==> config.mk <==
export PLATFORM = sky130hd
export DESIGN_NAME = tick_timer
export DESIGN_NICKNAME = d
export VERILOG_FILES = /design/src/rtl/tick_pkg.sv /design/src/rtl/tick_halfrate.sv /design/src/rtl/tick_ctrl.sv /design/src/rtl/tick_datapath.sv /design/src/rtl/tick_timer.sv
export SDC_FILE = /design/constraint.sdc
export NUM_CORES = 1
export LEC_CHECK = 0
export BUFFER_PORTS_ARGS = -buffer_cell sky130_fd_sc_hd__buf_2
export CORE_MARGIN = 4
export CORE_UTILIZATION = 55
export CTS_CLUSTER_DIAMETER = 150
export DETAILED_ROUTE_END_ITERATION = 10
export PLACE_DENSITY = 0.81
export SLEW_MARGIN = 20
export SYNTH_ARGS = -nofsm -noshare
export SYNTH_HDL_FRONTEND = slang
export SYNTH_SLANG_ARGS = --single-unit
export TNS_END_PERCENT = 20
==> constraint.sdc <==
create_clock -name clk -period 4.49 [get_ports clk]
set_clock_uncertainty 0.1 [all_clocks]
set_input_delay 0.2245 -clock clk [delete_from_list [all_inputs] [get_ports clk]]
set_output_delay 0.2245 -clock clk [all_outputs]
set_load 0.03 [all_outputs]
==> src/rtl/tick_pkg.sv <==
package tick_pkg;
  // Strobes from control to datapath for one clock
  typedef struct packed {
    logic step;   // perform one count step
    logic clear;  // software write to current value
  } tick_strobe_t;

  typedef enum logic [1:0] {
    REG_CSR    = 2'd0,
    REG_RELOAD = 2'd1,
    REG_CUR    = 2'd2,
    REG_CALIB  = 2'd3
  } tick_reg_e;

  localparam int CSR_EN_BIT   = 0;
  localparam int CSR_IE_BIT   = 1;
  localparam int CSR_FLAG_BIT = 16;
endpackage

==> src/rtl/tick_halfrate.sv <==
module tick_halfrate (
  input  logic clk,
  input  logic rst_n,
  output logic stepEn
);
  logic phase;

  always_ff @(posedge clk or negedge rst_n) begin
    if (!rst_n) phase <= 1'b0;
    else        phase <= ~phase;
  end

  assign stepEn = phase;
endmodule

==> src/rtl/tick_ctrl.sv <==
module tick_ctrl
  import tick_pkg::*;
(
  input  logic         clk,
  input  logic         rst_n,
  input  logic         csrWrite,
  input  logic         csrRead,
  input  logic         curWrite,
  input  logic [1:0]   csrData,
  input  logic         stepEn,
  input  logic         atOne,
  output tick_strobe_t strobe,
  output logic         enable,
  output logic         intEn,
  output logic         cntFlag,
  output logic         tickIrq
);
  logic hitZero;

  always_comb begin
    strobe.clear = curWrite;
    strobe.step  = enable && stepEn && !curWrite;
  end

  assign hitZero = strobe.step && atOne;

  always_ff @(posedge clk or negedge rst_n) begin
    if (!rst_n) begin
      enable <= 1'b0;
      intEn  <= 1'b0;
    end else if (csrWrite) begin
      enable <= csrData[CSR_EN_BIT];
      intEn  <= csrData[CSR_IE_BIT];
    end
  end

  // Priority: write-clear, then set on underflow, then clear on read
  always_ff @(posedge clk or negedge rst_n) begin
    if (!rst_n)        cntFlag <= 1'b0;
    else if (curWrite) cntFlag <= 1'b0;
    else if (hitZero)  cntFlag <= 1'b1;
    else if (csrRead)  cntFlag <= 1'b0;
  end

  always_ff @(posedge clk or negedge rst_n) begin
    if (!rst_n) tickIrq <= 1'b0;
    else        tickIrq <= hitZero && intEn;
  end
endmodule

==> src/rtl/tick_datapath.sv <==
module tick_datapath
  import tick_pkg::*;
#(
  parameter int CNT_W = 24
) (
  input  logic             clk,
  input  logic             rst_n,
  input  tick_strobe_t     strobe,
  input  logic             reloadWrite,
  input  logic [CNT_W-1:0] reloadData,
  output logic [CNT_W-1:0] curVal,
  output logic [CNT_W-1:0] reloadVal,
  output logic             atOne
);
  localparam logic [CNT_W-1:0] ONE = CNT_W'(1);

  always_ff @(posedge clk or negedge rst_n) begin
    if (!rst_n)           reloadVal <= '0;
    else if (reloadWrite) reloadVal <= reloadData;
  end

  always_ff @(posedge clk or negedge rst_n) begin
    if (!rst_n)            curVal <= '0;
    else if (strobe.clear) curVal <= '0;
    else if (strobe.step) begin
      if (curVal == '0) curVal <= reloadVal;
      else              curVal <= curVal - ONE;
    end
  end

  assign atOne = (curVal == ONE);
endmodule

==> src/rtl/tick_timer.sv <==
module tick_timer
  import tick_pkg::*;
#(
  parameter int CNT_W      = 24,
  parameter int DATA_W     = 32,
  parameter int SYS_CLK_HZ = 100_000_000,
  parameter int TICK_HZ    = 100
) (
  input  logic              clk,
  input  logic              rst_n,
  input  logic [1:0]        regSel,
  input  logic              wr,
  input  logic              rd,
  input  logic [DATA_W-1:0] wdata,
  output logic [DATA_W-1:0] rdata,
  output logic              tickIrq
);
  localparam int CALIB_INT = SYS_CLK_HZ / (2 * TICK_HZ) - 1;
  localparam logic [CNT_W-1:0] CALIB_VAL = CNT_W'(CALIB_INT);

  tick_strobe_t strobe;
  logic stepEn, atOne, enable, intEn, cntFlag;
  logic [CNT_W-1:0] curVal, reloadVal;
  logic csrWrite, csrRead, curWrite, reloadWrite;
  logic unusedWdata;

  assign csrWrite    = wr && (regSel == REG_CSR);
  assign csrRead     = rd && (regSel == REG_CSR);
  assign curWrite    = wr && (regSel == REG_CUR);
  assign reloadWrite = wr && (regSel == REG_RELOAD);
  assign unusedWdata = ^{wdata[DATA_W-1:CNT_W], wdata[CNT_W-1:2]};

  tick_halfrate u_half (
    .clk    (clk),
    .rst_n  (rst_n),
    .stepEn (stepEn)
  );

  tick_ctrl u_ctrl (
    .clk      (clk),
    .rst_n    (rst_n),
    .csrWrite (csrWrite),
    .csrRead  (csrRead),
    .curWrite (curWrite),
    .csrData  (wdata[1:0]),
    .stepEn   (stepEn),
    .atOne    (atOne),
    .strobe   (strobe),
    .enable   (enable),
    .intEn    (intEn),
    .cntFlag  (cntFlag),
    .tickIrq  (tickIrq)
  );

  tick_datapath #(.CNT_W(CNT_W)) u_dp (
    .clk         (clk),
    .rst_n       (rst_n),
    .strobe      (strobe),
    .reloadWrite (reloadWrite),
    .reloadData  (wdata[CNT_W-1:0]),
    .curVal      (curVal),
    .reloadVal   (reloadVal),
    .atOne       (atOne)
  );

  always_comb begin
    rdata = '0;
    if (rd) begin
      case (regSel)
        REG_CSR: begin
          rdata[CSR_EN_BIT]   = enable;
          rdata[CSR_IE_BIT]   = intEn;
          rdata[CSR_FLAG_BIT] = cntFlag;
        end
        REG_RELOAD: rdata[CNT_W-1:0] = reloadVal;
        REG_CUR:    rdata[CNT_W-1:0] = curVal;
        default:    rdata[CNT_W-1:0] = CALIB_VAL;
      endcase
    end
  end
endmodule

==> run summary, run 1 <==
IO Pins - 71
Hold Violations, Final - 0
RSZ-0062 raised after global routing - false
Net Switching - 0.000631 W
Initial antenna violation count - 0
Antenna-violating nets left - 0
1st-iter DRT viols - 252
Placer Congestion - 0.911
DR vias - 2970
Tmin final - 2.77 ns
Hold path cells - 2
Logic pwr share - 0.360
Clock latency on the worst-skew pair - 0.31 ns
CTS tree - built
Clock Tree Buf Depth - 2
VDD IR max - 0.000288 V
Clock root buffer - clkbuf_8
Vias/cell - 6.41
Yosys cell types - 53
Port Buf Inserts - 54
Worst path cell trace - nor4_1, nand2_1, or3_1, mux2_2, a32o_1
Post-Place Cells - 454
Number of synthesized flops with an enable pin - 0
DP HPWL - 5.69 mm
Clock Power Share - 0.213
Crit start category - flop
Htree depth - 2
Core Box Area - 0.00564 mm²
Syn Std Cell Area - 0.00328 mm²
Sequential power share - 0.427
CP arrival - 2.89 ns
Vias in the first global route - 3027
Synth Flop Type - dfrtp_1
Post-synthesis async set-or-reset flop share - 1.00
Max FO, Critical Path - 20
Reg2reg start - u_dp.curVal[20]$_DFFE_PN0P_
Num CTS Buffers - 5
Non-filler cells, final - 463
Largest net degree at the start of global routing - 54
P_leak - 1.58 nW
Antenna cells - 0
Initial core utilization - 0.582
Chip width - 85.3 µm
Slowest cell delay on critical path - 0.74 ns
YS warnings - 0
Max cap viols - 0
Gr usage total - 0.244
Global-route wire length before repair - 14.5 mm
Worst reg2reg endpoint - u_dp.curVal[18]$_DFFE_PN0P_
Hold Path Origin - wdata[22]
Hold slack - 0.0323 ns
Post-CTS sizing - 0
Die area - 0.00727 mm²
Sw Ratio - 0.392
Fillers - 478
Mapped Cells - 343
Flop-to-flop setup slack - 1.72 ns
Max Fclk - 361 MHz
Rel. slew slack - 0.495
DRC Markers - 0
Reg2reg path depth - 5
Required @ worst endpoint - 4.60 ns
Pwr per Cell Area - 437 mW/mm²
Synth Area per Inst - 9.57 µm²
Remaining Overflow, GRT - 0
Worst slew pin tran - 0.756 ns
Fin crit share - 0.617
CP bufs+invs - 0
Register bit count reported by yosys - 53
Sequential share of the synthesized area - 0.404
Share of layout cells above drive strength 1 - 0.286
DP Worst Slack - 1.82 ns
CP max-delay cell - or3_1
Row cnt - 27
Die height - 85.3 µm
Post-Route WL - 8.47 mm
Nets - 431
Max Slew Vio Count - 0
Hold/Removal Path Class - in2reg
Area Growth Syn to Fin - 12.0%
PnR worst setup slack - 1.72 ns
P_int - 0.000977 W
Worst-path clk slew - 0.10 ns
CP endpoint kind - flop
Largest delay share family, worst path - simple AND/OR/NAND/NOR gates
Sinks on Clock Net - 53
TritonRoute pass-1 iters - 5
WS Path Type - reg2reg
Status - complete, no violations
Worst Hold Path EP - u_dp.reloadVal[22]$_DFFE_PN0P_
Final setup violation count - 0
Setup TNS - 0 ns
WL/cell - 18.3 µm
[cell usage in the layout, fill, tap and decap left out, types with 5 or more instances in the layout]
master	instances
nand4_1	5
nor2_1	13
mux2i_1	9
a22oi_1	13
or3_1	6
nand2_1	37
buf_4	7
a32oi_1	7
nand3_1	11
conb_1	8
mux2_2	28
dfrtp_1	53
clkbuf_8	6
buf_2	54
nor3_1	12
inv_1	6
o22ai_1	10
a21oi_1	8
o21ai_0	22
nor2b_1	16
a21boi_0	8
[routing by layer]
metal,global-route usage,routed length [µm],up-vias
met5,0,0,-
met3,0.0515,635,19
met4,0.0906,132,0
met1,0.305,3520,1452
met2,0.412,4190,148
li1,-,-,1351
[state kept, by name (all words and copies together) (netlist names)]
name / count
u_ctrl.cntFlag: 1
u_ctrl.enable: 1
u_ctrl.intEn: 1
u_ctrl.tickIrq: 1
u_dp.curVal: 24
u_dp.reloadVal: 24
u_half.stepEn: 1
[repair_timing]
| item | in CTS | in global routing |
|---|---|---|
| endpoints found under the hold margin | 53 | 0 |
| hold buffers | 1 | 0 |
| buffers inserted | 0 | 0 |
[worst register-to-register path, delay by kind of cell (launching register included)]
kind,cells,cell delay (ns)
and+or+nand+nor,3,1.51
DFF,1,0.47
muxes,1,0.40
AOI/OAI and AO/OA,1,0.19
[power by group through the flow]
stage                     Combinational [W]  Sequential [W]  Clock (W)
after floorplan                    0.000449        0.000656          0
after CTS                          0.000570        0.000681   0.000345
after global routing               0.000638        0.000701   0.000367
after global placement             0.000551        0.000682          0
final                              0.000579        0.000687   0.000342
after detailed placement           0.000566        0.000690          0
[how the worst max path moves through the flow]
| stage | startpoint | slack [ns] | cells after the start | endpoint |
|---|---|---|---|---|
| global route | u_dp.curVal[8]$_DFFE_PN0P_ | 1.61 | 6 | u_dp.curVal[1]$_DFFE_PN0P_ |
| floorplan | u_dp.curVal[0]$_DFFE_PN0P_ | 2.21 | 7 | u_dp.curVal[20]$_DFFE_PN0P_ |
| finish | u_dp.curVal[20]$_DFFE_PN0P_ | 1.72 | 5 | u_dp.curVal[18]$_DFFE_PN0P_ |
| CTS | u_dp.curVal[20]$_DFFE_PN0P_ | 1.79 | 5 | u_dp.curVal[18]$_DFFE_PN0P_ |
| detailed placement | u_dp.curVal[20]$_DFFE_PN0P_ | 1.82 | 5 | u_dp.curVal[18]$_DFFE_PN0P_ |
| global placement | u_dp.curVal[7]$_DFFE_PN0P_ | 1.82 | 6 | u_dp.curVal[12]$_DFFE_PN0P_ |
[per-stage QoR]
stage	area, µm²	power (W)	utilization
final	3680	0.00161	0.652
after global routing	3680	0.00171	0.652
after CTS	3670	0.00160	0.651
after detailed placement	3550	0.00126	0.629
after global placement	3550	0.00123	0.629
after floorplan	3310	0.00110	-
[cell usage after synthesis (3+ instances only)]
library cell,number,area share
or3_1,6,0.011
inv_1,6,0.0069
mux2_2,28,0.096
a31oi_1,3,0.0057
dfrtp_1,53,0.40
mux2i_1,9,0.027
nor3_1,12,0.018
buf_4,8,0.018
nand3_1,11,0.017
o21ai_0,22,0.034
o22ai_1,10,0.019
a21boi_0,8,0.018
nor2_1,13,0.015
a21oi_1,8,0.012
a32oi_1,7,0.019
clkbuf_1,14,0.016
nand2b_1,3,0.0057
or4_1,3,0.0069
o221a_2,3,0.010
nor4_1,3,0.0057
a22oi_1,13,0.030
ha_1,3,0.011
nand4_1,5,0.0095
nor3b_1,3,0.0069
nand2_1,37,0.042
nor2b_1,16,0.030
o311ai_0,3,0.0080
[layout make-up]
class	instances	area (µm²)	area share
Multi-Input combinational cell	262	1790	0.487
Sequential cell	53	1330	0.361
Timing Repair Buffer	62	333	0.0905
Tap cell	72	90.1	0.0245
Clock buffer	7	86.3	0.0235
Clock inverter	1	30.0	0.00816
Inverter	6	22.5	0.00612
[logic make-up (layout without fill, tap and decap cells)]
kind of cell | count (synthesis) | count (layout) | share of synthesized area
AO/OA/AOI/OAI | 88 | 88 | 0.183
adder cells (fa/ha/maj) | 3 | 3 | 0.0114
buffers and inverters | 35 | 76 | 0.0606
flip-flops | 53 | 53 | 0.404
multiplexers | 37 | 37 | 0.123
other | 1 | 8 | 0.00114
AND/OR/NAND/NOR | 126 | 126 | 0.216
Note: power is estimated with default switching activity, not from simulation.
==> inputs of run 2 (changes only) <==
Settings changed: ABC_AREA set to 1, PLACE_DENSITY 0.81 to 0.8.
Clock period 4.49 ns to 2.6 ns, I/O delays scaled along.
==> run 2 against run 1 <==
Against the previous run:
- total power up 140%
- sequential share of layout area fell by 3.5 points
- highest routed layer unchanged
- cell area rose by 11%
- critical endpoint unchanged
- critical path type unchanged
- largest cell class unchanged
==> run summary, run 2 <==
CTS tree - built
Setup Buffers After CTS - 0
Remaining Overflow, GRT - 0
CP max-delay cell - dfrtp_1
Placer Congestion - 0.934
Register bit count reported by yosys - 53
Synth Flop Type - dfrtp_1
Count leader, synth - nand2_1
Reg2reg start - u_dp.curVal[0]$_DFFE_PN0P_
Fin crit share - 0.860
Final setup violation count - 0
Max cap viols - 0
Area Growth Syn to Fin - 17.3%
Tmin final - 2.24 ns
Clock Tree Buf Depth - 2
DR vias - 3428
DP HPWL - 6.42 mm
P_leak - 2.14 nW
1st-iter DRT viols - 259
Flop-to-flop setup slack - 0.36 ns
Die area - 0.00766 mm²
Commonest non-fill, non-tap cell in the layout - nand2_1
Clock latency on the worst-skew pair - 0.31 ns
Largest net degree at the start of global routing - 28
Max Slew Vio Count - 0
Htree depth - 2
Share of layout cells above drive strength 1 - 0.194
Number of synthesized flops with an enable pin - 0
Worst-path clk slew - 0.10 ns
Row cnt - 28
Worst path cell trace - inv_1, ha_1, nand2_1, nor2_1, nand3_2, buf_4, nor2_1, nor2_1, nand2_1, nand2_1
Slowest cell delay on critical path - 0.45 ns
Top-area cell type share of the netlist area - 0.381
CP Capture Point - u_dp.curVal[18]$_DFFE_PN0P_
VDD IR max - 0.000474 V
Worst reg2reg endpoint - u_dp.curVal[18]$_DFFE_PN0P_
Post-Route WL - 9.40 mm
Port Buf Inserts - 54
Synth Area per Inst - 7.10 µm²
YS warnings - 0
Die height - 87.5 µm
Gr usage total - 0.256
DP Worst Slack - 0.394 ns
Chip width - 87.5 µm
Global-route wire length before repair - 15.3 mm
Hold/Removal Path Class - in2reg
Area leader, netlist - dfrtp_1
Rel. slew slack - 0.421
Sinks on Clock Net - 53
Nets - 604
WS Path Type - reg2reg
Vias/cell - 5.37
Core Box Area - 0.00603 mm²
Antenna-violating nets left - 0
Synth area leaders - dfrtp_1 38%, nand2_1 17%, nor2_1 7.3%
Vias in the first global route - 3238
Most frequent cells in the layout - 158 x nand2_1, 68 x nor2_1, 54 x buf_2, 53 x dfrtp_1
Initial core utilization - 0.577
CP arrival - 2.34 ns
Post-synthesis async set-or-reset flop share - 1.00
RSZ-0062 raised after global routing - false
DRC Markers - 0
Max Fclk - 447 MHz
Sequential share of the synthesized area - 0.381
CP endpoint kind - flop
Setup TNS - 0 ns
TritonRoute pass-1 iters - 5
WL/cell - 14.7 µm
Crit start category - flop
Post-synth top cells - 158 x nand2_1, 68 x nor2_1, 53 x dfrtp_1, 35 x inv_1, 35 x nand3_1
Worst slew pin tran - 0.867 ns
IO Pins - 71
Required @ worst endpoint - 2.70 ns
PnR worst setup slack - 0.364 ns
Hold Violations, Final - 0
Antenna cells - 0
Worst Setup SP - u_dp.curVal[0]$_DFFE_PN0P_
Reg2reg path depth - 10
Pwr per Cell Area - 950 mW/mm²
Max FO, Critical Path - 19
Num CTS Buffers - 5
Top flop regs - u_dp.curVal (24), u_dp.reloadVal (24)
Status - complete, no violations
Clock root buffer - clkbuf_8
Syn Std Cell Area - 0.00348 mm²
Yosys cell types - 30
Mapped Cells - 490
Initial antenna violation count - 0
-- run 2: logic make-up (layout without fill, tap and decap cells) --
group,count (synthesis),after routing,share of synthesized area
compound gates,49,49,0.0770
xor+xnor,3,3,0.00756
simple gates,295,295,0.365
flops,53,53,0.381
mux,21,21,0.0680
other cells,1,8,0.00108
buf+inv,65,131,0.0896
fa+ha+maj,3,3,0.0108
-- run 2: how the worst min path moves through the flow --
stage / slack (ns) / end / from / cells past startpoint
3_3_place_gp: -0.009 / u_ctrl.intEn$_DFFE_PN0P_ / rst_n / 1
5_1_grt: 0.11 / u_ctrl.enable$_DFFE_PN0P_ / wr / 3
2_1_floorplan: -0.27 / u_ctrl.cntFlag$_DFFE_PN0P_ / rst_n / 0
6_report: 0.07 / u_ctrl.intEn$_DFFE_PN0P_ / wr / 3
3_5_place_dp: -0.008 / u_ctrl.enable$_DFFE_PN0P_ / rst_n / 1
4_1_cts: 0.07 / u_ctrl.intEn$_DFFE_PN0P_ / wr / 3
-- run 2: what timing repair did --
action	4_1_cts	5_1_grt
hold buffers	25	0
endpoints found under the hold margin	43	0
resized for setup	0	0
endpoints found under the setup margin	0	0
-- run 2: critical path: cells and delay by family, from the launching register on --
| family | cells | cell delay (ns) |
|---|---|---|
| buf+inv | 2 | 0.52 |
| fa+ha+maj | 1 | 0.17 |
| flops | 1 | 0.45 |
| simple gates | 7 | 0.89 |
-- run 2: area by class of cell --
type / instances / area (µm²)
tap: 75 / 93.8
timing repair buffer: 85 / 566
sequential: 53 / 1330
inverter: 39 / 146
clock inverter: 2 / 13.8
clock buffer: 5 / 68.8
multi-input combinational: 379 / 1870
fill: 521 / 1950
-- run 2: stage by stage --
step           utilization  std cells  power, W  hold slack, ns  cell area [µm²]
3_5_place_dp         0.622        606   0.00334        -0.00756             3750
6_report             0.677        638   0.00388          0.0713             4080
2_1_floorplan            -        497   0.00290          -0.266             3500
4_1_cts              0.677        638   0.00384          0.0712             4080
3_3_place_gp         0.622        606   0.00327        -0.00904             3750
5_1_grt              0.677        638   0.00421           0.108             4080
-- run 2: layer usage --
metal / track usage / wire, µm
met1: 0.353 / 4070
met2: 0.414 / 4400
met3: 0.0416 / 749
met4: 0.0795 / 181
met5: 0 / 0
-- run 2: power breakdown --
| part | internal, W | leakage, nW | switching [W] |
|---|---|---|---|
| registers | 0.00103 | 0.669 | 0.000258 |
| logic | 0.000736 | 1.43 | 0.00138 |
| clock network | 0.000187 | 0.0444 | 0.000289 |
